**src/rtl/bg_pkg.sv**
```systemverilog
package bg_pkg;
  typedef enum logic [2:0] {
    CMD_IDLE,
    CMD_ACT,
    CMD_READ,
    CMD_PRE,
    CMD_OTHER
  } bg_cmd_e;
endpackage

```
**src/rtl/bg_cmd_decode.sv**
```systemverilog
module bg_cmd_decode
  import bg_pkg::*;
(
  input  logic    cs_n,
  input  logic    ras_n,
  input  logic    cas_n,
  input  logic    we_n,
  output bg_cmd_e cmd
);
  always_comb begin
    cmd = CMD_OTHER;
    if (cs_n) begin
      cmd = CMD_IDLE;
    end else begin
      case ({ras_n, cas_n, we_n})
        3'b111:  cmd = CMD_IDLE;
        3'b011:  cmd = CMD_ACT;
        3'b101:  cmd = CMD_READ;
        3'b010:  cmd = CMD_PRE;
        default: cmd = CMD_OTHER;
      endcase
    end
  end
endmodule

```
**src/rtl/bg_bank.sv**
```systemverilog
module bg_bank #(
  parameter int TRAS_W = 5,
  parameter int TRP_W  = 4,
  parameter int RTP_W  = 4
) (
  input  logic              clk,
  input  logic              rst_n,
  input  logic              act_hit,
  input  logic              rd_hit,
  input  logic              pre_hit,
  input  logic [TRAS_W-1:0] tras_ld,
  input  logic [RTP_W-1:0]  rtp_ld,
  input  logic [TRP_W-1:0]  trp_ld,
  output logic              pre_ok,
  output logic              act_ok
);
  logic              open_q;
  logic [TRAS_W-1:0] tras_q;
  logic [RTP_W-1:0]  rtp_q;
  logic [TRP_W-1:0]  trp_q;

  always_ff @(posedge clk or negedge rst_n) begin
    if (!rst_n) begin
      open_q <= 1'b0;
      tras_q <= '0;
      rtp_q  <= '0;
      trp_q  <= '0;
    end else begin
      // saturating down-counts; a load on the same edge takes precedence
      if (tras_q != '0) tras_q <= tras_q - 1'b1;
      if (rtp_q  != '0) rtp_q  <= rtp_q  - 1'b1;
      if (trp_q  != '0) trp_q  <= trp_q  - 1'b1;
      if (act_hit) begin
        open_q <= 1'b1;
        tras_q <= tras_ld;
        rtp_q  <= '0;
      end else if (rd_hit) begin
        rtp_q  <= rtp_ld;
      end else if (pre_hit && open_q) begin
        open_q <= 1'b0;
        trp_q  <= trp_ld;
      end
    end
  end

  assign act_ok = !open_q && (trp_q == '0);
  assign pre_ok = !open_q || ((tras_q == '0) && (rtp_q == '0));
endmodule

```
**src/rtl/ddr2_bank_guard.sv**
```systemverilog
module ddr2_bank_guard
  import bg_pkg::*;
#(
  parameter int BA_W   = 2,
  parameter int AL_W   = 3,
  parameter int TRAS_W = 5,
  parameter int TRP_W  = 4
) (
  input  logic              clk,
  input  logic              rst_n,
  input  logic              cs_n,
  input  logic              ras_n,
  input  logic              cas_n,
  input  logic              we_n,
  input  logic [BA_W-1:0]   ba,
  input  logic              a10,
  input  logic [AL_W-1:0]   cfg_al,
  input  logic              cfg_bl8,
  input  logic [TRAS_W-1:0] cfg_tras,
  input  logic [TRP_W-1:0]  cfg_trp,
  output logic [(1<<BA_W)-1:0] pre_ok,
  output logic [(1<<BA_W)-1:0] act_ok,
  output logic              pre_all_ok,
  output logic              viol,
  output logic [BA_W-1:0]   viol_bank
);
  localparam int NBANK = 1 << BA_W;
  localparam int RTP_W = AL_W + 1;

  bg_cmd_e cmd;

  bg_cmd_decode u_dec (
    .cs_n  (cs_n),
    .ras_n (ras_n),
    .cas_n (cas_n),
    .we_n  (we_n),
    .cmd   (cmd)
  );

  // counter load values: a limit of N clocks loads N-1
  logic [TRAS_W-1:0] tras_ld;
  logic [TRP_W-1:0]  trp_ld;
  logic [RTP_W-1:0]  rtp_sum;
  logic [RTP_W-1:0]  rtp_ld;

  assign tras_ld = (cfg_tras == '0) ? '0 : cfg_tras - 1'b1;
  assign trp_ld  = (cfg_trp  == '0) ? '0 : cfg_trp  - 1'b1;
  assign rtp_sum = RTP_W'(cfg_al) + (cfg_bl8 ? RTP_W'(4) : RTP_W'(2));
  assign rtp_ld  = rtp_sum - 1'b1;

  logic [NBANK-1:0] act_hit, rd_hit, pre_hit, bad;

  for (genvar b = 0; b < NBANK; b++) begin : g_bank
    assign act_hit[b] = (cmd == CMD_ACT)  && (ba == BA_W'(b));
    assign rd_hit[b]  = (cmd == CMD_READ) && (ba == BA_W'(b));
    assign pre_hit[b] = (cmd == CMD_PRE)  && (a10 || (ba == BA_W'(b)));

    bg_bank #(
      .TRAS_W (TRAS_W),
      .TRP_W  (TRP_W),
      .RTP_W  (RTP_W)
    ) u_bank (
      .clk     (clk),
      .rst_n   (rst_n),
      .act_hit (act_hit[b]),
      .rd_hit  (rd_hit[b]),
      .pre_hit (pre_hit[b]),
      .tras_ld (tras_ld),
      .rtp_ld  (rtp_ld),
      .trp_ld  (trp_ld),
      .pre_ok  (pre_ok[b]),
      .act_ok  (act_ok[b])
    );

    assign bad[b] = (act_hit[b] && !act_ok[b]) || (pre_hit[b] && !pre_ok[b]);
  end

  assign pre_all_ok = &pre_ok;

  // lowest-numbered offending bank
  logic [BA_W-1:0] first_bad;
  always_comb begin
    first_bad = '0;
    for (int b = NBANK - 1; b >= 0; b--) begin
      if (bad[b]) first_bad = BA_W'(b);
    end
  end

  always_ff @(posedge clk or negedge rst_n) begin
    if (!rst_n) begin
      viol      <= 1'b0;
      viol_bank <= '0;
    end else begin
      viol <= |bad;
      if (|bad) viol_bank <= first_bad;
    end
  end
endmodule

```
**config.mk**
```make
export PLATFORM = sky130hd
export DESIGN_NAME = ddr2_bank_guard
export DESIGN_NICKNAME = d
export VERILOG_FILES = /design/src/rtl/bg_pkg.sv /design/src/rtl/bg_cmd_decode.sv /design/src/rtl/bg_bank.sv /design/src/rtl/ddr2_bank_guard.sv
export SDC_FILE = /design/constraint.sdc
export NUM_CORES = 1
export LEC_CHECK = 0
export BUFFER_PORTS_ARGS = -buffer_cell sky130_fd_sc_hd__clkbuf_2
export CORE_MARGIN = 2
export CORE_UTILIZATION = 65
export DETAILED_ROUTE_END_ITERATION = 10
export PLACE_DENSITY = 0.88
export SLEW_MARGIN = 10
export SYNTH_ARGS = -nofsm -noshare
export SYNTH_HDL_FRONTEND = slang
export SYNTH_SLANG_ARGS = --single-unit
```
**constraint.sdc**
```tcl
create_clock -name clk -period 6.6 [get_ports clk]
set_clock_uncertainty 0.1 [all_clocks]
set_input_delay 1.32 -clock clk [delete_from_list [all_inputs] [get_ports clk]]
set_output_delay 1.32 -clock clk [all_outputs]
set_load 0.03 [all_outputs]
```
==> results by group <==
Timing
  – Worst-Margin Slew: 1.14 ns
  – Total Neg Setup Slack: 0 ns
  – Minimum clock period: 3.89 ns
  – Hold_ws: 0.437 ns
  – Fmax: 257 MHz
  – # setup viols final: 0
  – Period utilization: 0.589
  – Slew Viols, Final: 0
  – RSZ-0062 raised after global routing: no
  – Final hold violations: 0
  – Slew headroom: 0.227

CTS
  – Clock Tree Buf Depth: 2
  – # H-tree levels: 3
  – Clk slew on worst S/H paths: 0.07 ns
  – Setup Buffers After CTS: 0
  – CTS Hold Buffers Added: 0
  – Post_cts resized: 0
  – Clk sinks: 59
  – TritonCTS Buffers: 9
  – Clk root buf: clkbuf_8
  – CTS tree: yes
  – Skew-Pair Late Insertion Delay: 0.34 ns

Power and ir drop
  – VDD IR max: 0.000238 V
  – Static Leak: 1.95 nW
  – Pwr Density: 475 mW/mm²

Critical path
  – CP Class: register to output port
  – Buf/Inv on CP: 2
  – Critical Path AT: 2.47 ns
  – CP Capture Type: output port
  – CP max stage delay: 0.60 ns
  – Max Fanout on Critical Path: 6
  – Crit-path cells: inv_1 > ha_1 > or4b_1 > o41ai_4 > and4_1 > clkbuf_2
  – Cell depth of the worst setup path: 6
  – Worst-case reg-to-reg path depth: 6
  – Worst path top cell family by delay: simple AND/OR/NAND/NOR gates
  – Slowest-stage cell, CP: or4b_1
  – Startpoint Class: register
  – Worst Path Required: 5.18 ns

Die
  – Core outline area: 0.00554 mm²
  – Starting Density: 0.676
  – FP Rows: 27
  – I/O pin count: 34
  – Die area: 0.00639 mm²
  – Die X: 79.9 µm
  – Die Y: 79.9 µm

Placement
  – Cell Area, Placed: 0.00391 mm²
  – Routability-driven placement congestion ratio: 0.930
  – IO buf count: 33
  – Post-DP HPWL: 6.08 mm

Yosys
  – YS warnings: 0
  – Synth Register Bits: 59
  – Sequential area share after synthesis: 0.394
  – Yosys top cell area share: 0.394
  – Dominant cell type by area after synthesis: dfrtp_1
  – Syn Nets: 474
  – Post-synth cell types: 39
  – Mean post-synth cell area: 8.73 µm²
  – Post-Syn Area: 0.00375 mm²
  – Syn Inst Count: 429
  – Dominant cells by area after synthesis: dfrtp_1 (39%), ha_1 (7.3%), a21oi_1 (6.3%)
  – Main synth FF type: dfrtp_1
  – Async SR Flop Fraction: 1.00
  – Post-synth EDFFs: 0

Layout
  – Most frequent cells in the layout: dfrtp_1 (59), a21oi_1 (47), nor2_1 (40)
  – Nets@finish: 500
  – Fin area: 0.00413 mm²
  – Fill cells: 394
  – Antenna diodes: 0
  – Layout cell share with drive strength beyond 1: 0.122
  – Synth-to-layout area growth: 10.2%
  – Commonest non-fill, non-tap cell in the layout: dfrtp_1

Drt
  – Final ANT Viol Nets: 0
  – Total routed wirelength: 8.30 mm
  – Router iterations before antenna repair: 5
  – DR iter-0 viols: 189
  – Drc violations: 0
  – Via Count: 3237
  – Wire per inst: 15.6 µm
  – Drt via density: 6.10

Global routing
  – First-pass GRT wire length: 14.0 mm
  – Antenna violations before repair: 0
  – Vias in the first global route: 2967
  – Total grt overflow: 0
  – GRT Overall Usage: 0.287
  – Pin count of the biggest net entering global routing: 60

Hold path
  – Min-Delay Path Depth: 1
  – Hold Crit Class: register to register

Run
  – Max-cap violations: 0

Outcome
  – Status: completed
==> worst paths after layout <==
check	slack (ns)	end	from
max	2.71	pre_all_ok	g_bank[2].u_bank.tras_q[0]
min	0.44	g_bank[0].u_bank.open_q	g_bank[0].u_bank.open_q
max reg2reg	4.30	viol_bank[1]	g_bank[2].u_bank.tras_q[0]
min reg2reg	0.44	g_bank[0].u_bank.open_q	g_bank[0].u_bank.open_q
max in group asynchronous	4.86	g_bank[3].u_bank.open_q	rst_n
min in group asynchronous	1.01	g_bank[3].u_bank.trp_q[1]	rst_n
==> worst reg2reg max path, stage by stage, from the launching register on <==
cell and delay [ns]:
dfrtp_1 0.38, inv_1 0.12, ha_1 0.18, or4b_1 0.60, o41ai_4 0.38, o22ai_2 0.15
o31a_1 0.29
==> sequential cells by signal, summed over array words and instances (netlist names) <==
name and count:
viol 1, viol_bank 2, g_bank.u_bank.trp_q 16, g_bank.u_bank.tras_q 20
g_bank.u_bank.rtp_q 16, g_bank.u_bank.open_q 4
==> power breakdown <==
group          total [W]  switching, W  internal [W]
clock           0.000359      0.000139      0.000219
combinational   0.000898      0.000497      0.000400
sequential      0.000702      0.000159      0.000543
==> Yosys cell counts, types with 5 or more instances <==
cell type,number
nor2_1,40
nand2_1,38
a21oi_1,47
nand3_1,11
ha_1,22
mux2i_1,9
o21ai_1,21
dfrtp_1,59
or3b_1,5
or3_1,9
nor3_1,18
a211oi_1,11
nor3b_1,10
clkbuf_1,9
xor2_1,9
inv_1,39
and2_1,5
buf_4,8
xnor2_1,12
o211ai_1,11
==> final cells by class <==
class / count / area, µm² / area share
timing repair buffer: 34 / 173 / 0.0418
inverter: 39 / 146 / 0.0355
sequential: 59 / 1480 / 0.358
clock buffer: 10 / 138 / 0.0334
clock inverter: 5 / 77.6 / 0.0188
multi-input combinational: 312 / 2030 / 0.491
tap: 72 / 90.1 / 0.0218
==> metrics by stage <==
step	worst slack [ns]	power (W)	util	std cells
after floorplan	3.33	0.00139	-	429
after global routing	2.65	0.00212	0.745	531
after detailed placement	2.96	0.00158	0.705	516
final	2.71	0.00196	0.745	531
after CTS	2.74	0.00195	0.744	531
after global placement	3.17	0.00152	0.705	516
==> per-layer routing <==
metal | global-route usage | vias to the layer above | routed length (µm)
met4 | 0.114 | 0 | 164
met1 | 0.397 | 1542 | 3730
met5 | 0 | - | 0
met2 | 0.453 | 125 | 3900
li1 | - | 1550 | -
met3 | 0.0441 | 20 | 506
==> logic make-up (layout without fill, tap and decap cells) <==
kind of cell | count (synthesis) | after routing | synth area share
AO/OA/AOI/OAI | 107 | 107 | 0.178
XOR/XNOR | 21 | 21 | 0.0491
adder cells (fa/ha/maj) | 23 | 23 | 0.0788
buffers and inverters | 58 | 88 | 0.0668
flip-flops | 59 | 59 | 0.394
multiplexers | 9 | 9 | 0.0240
AND/OR/NAND/NOR | 152 | 152 | 0.209
No activity file was read; power rests on OpenSTA's default activity.
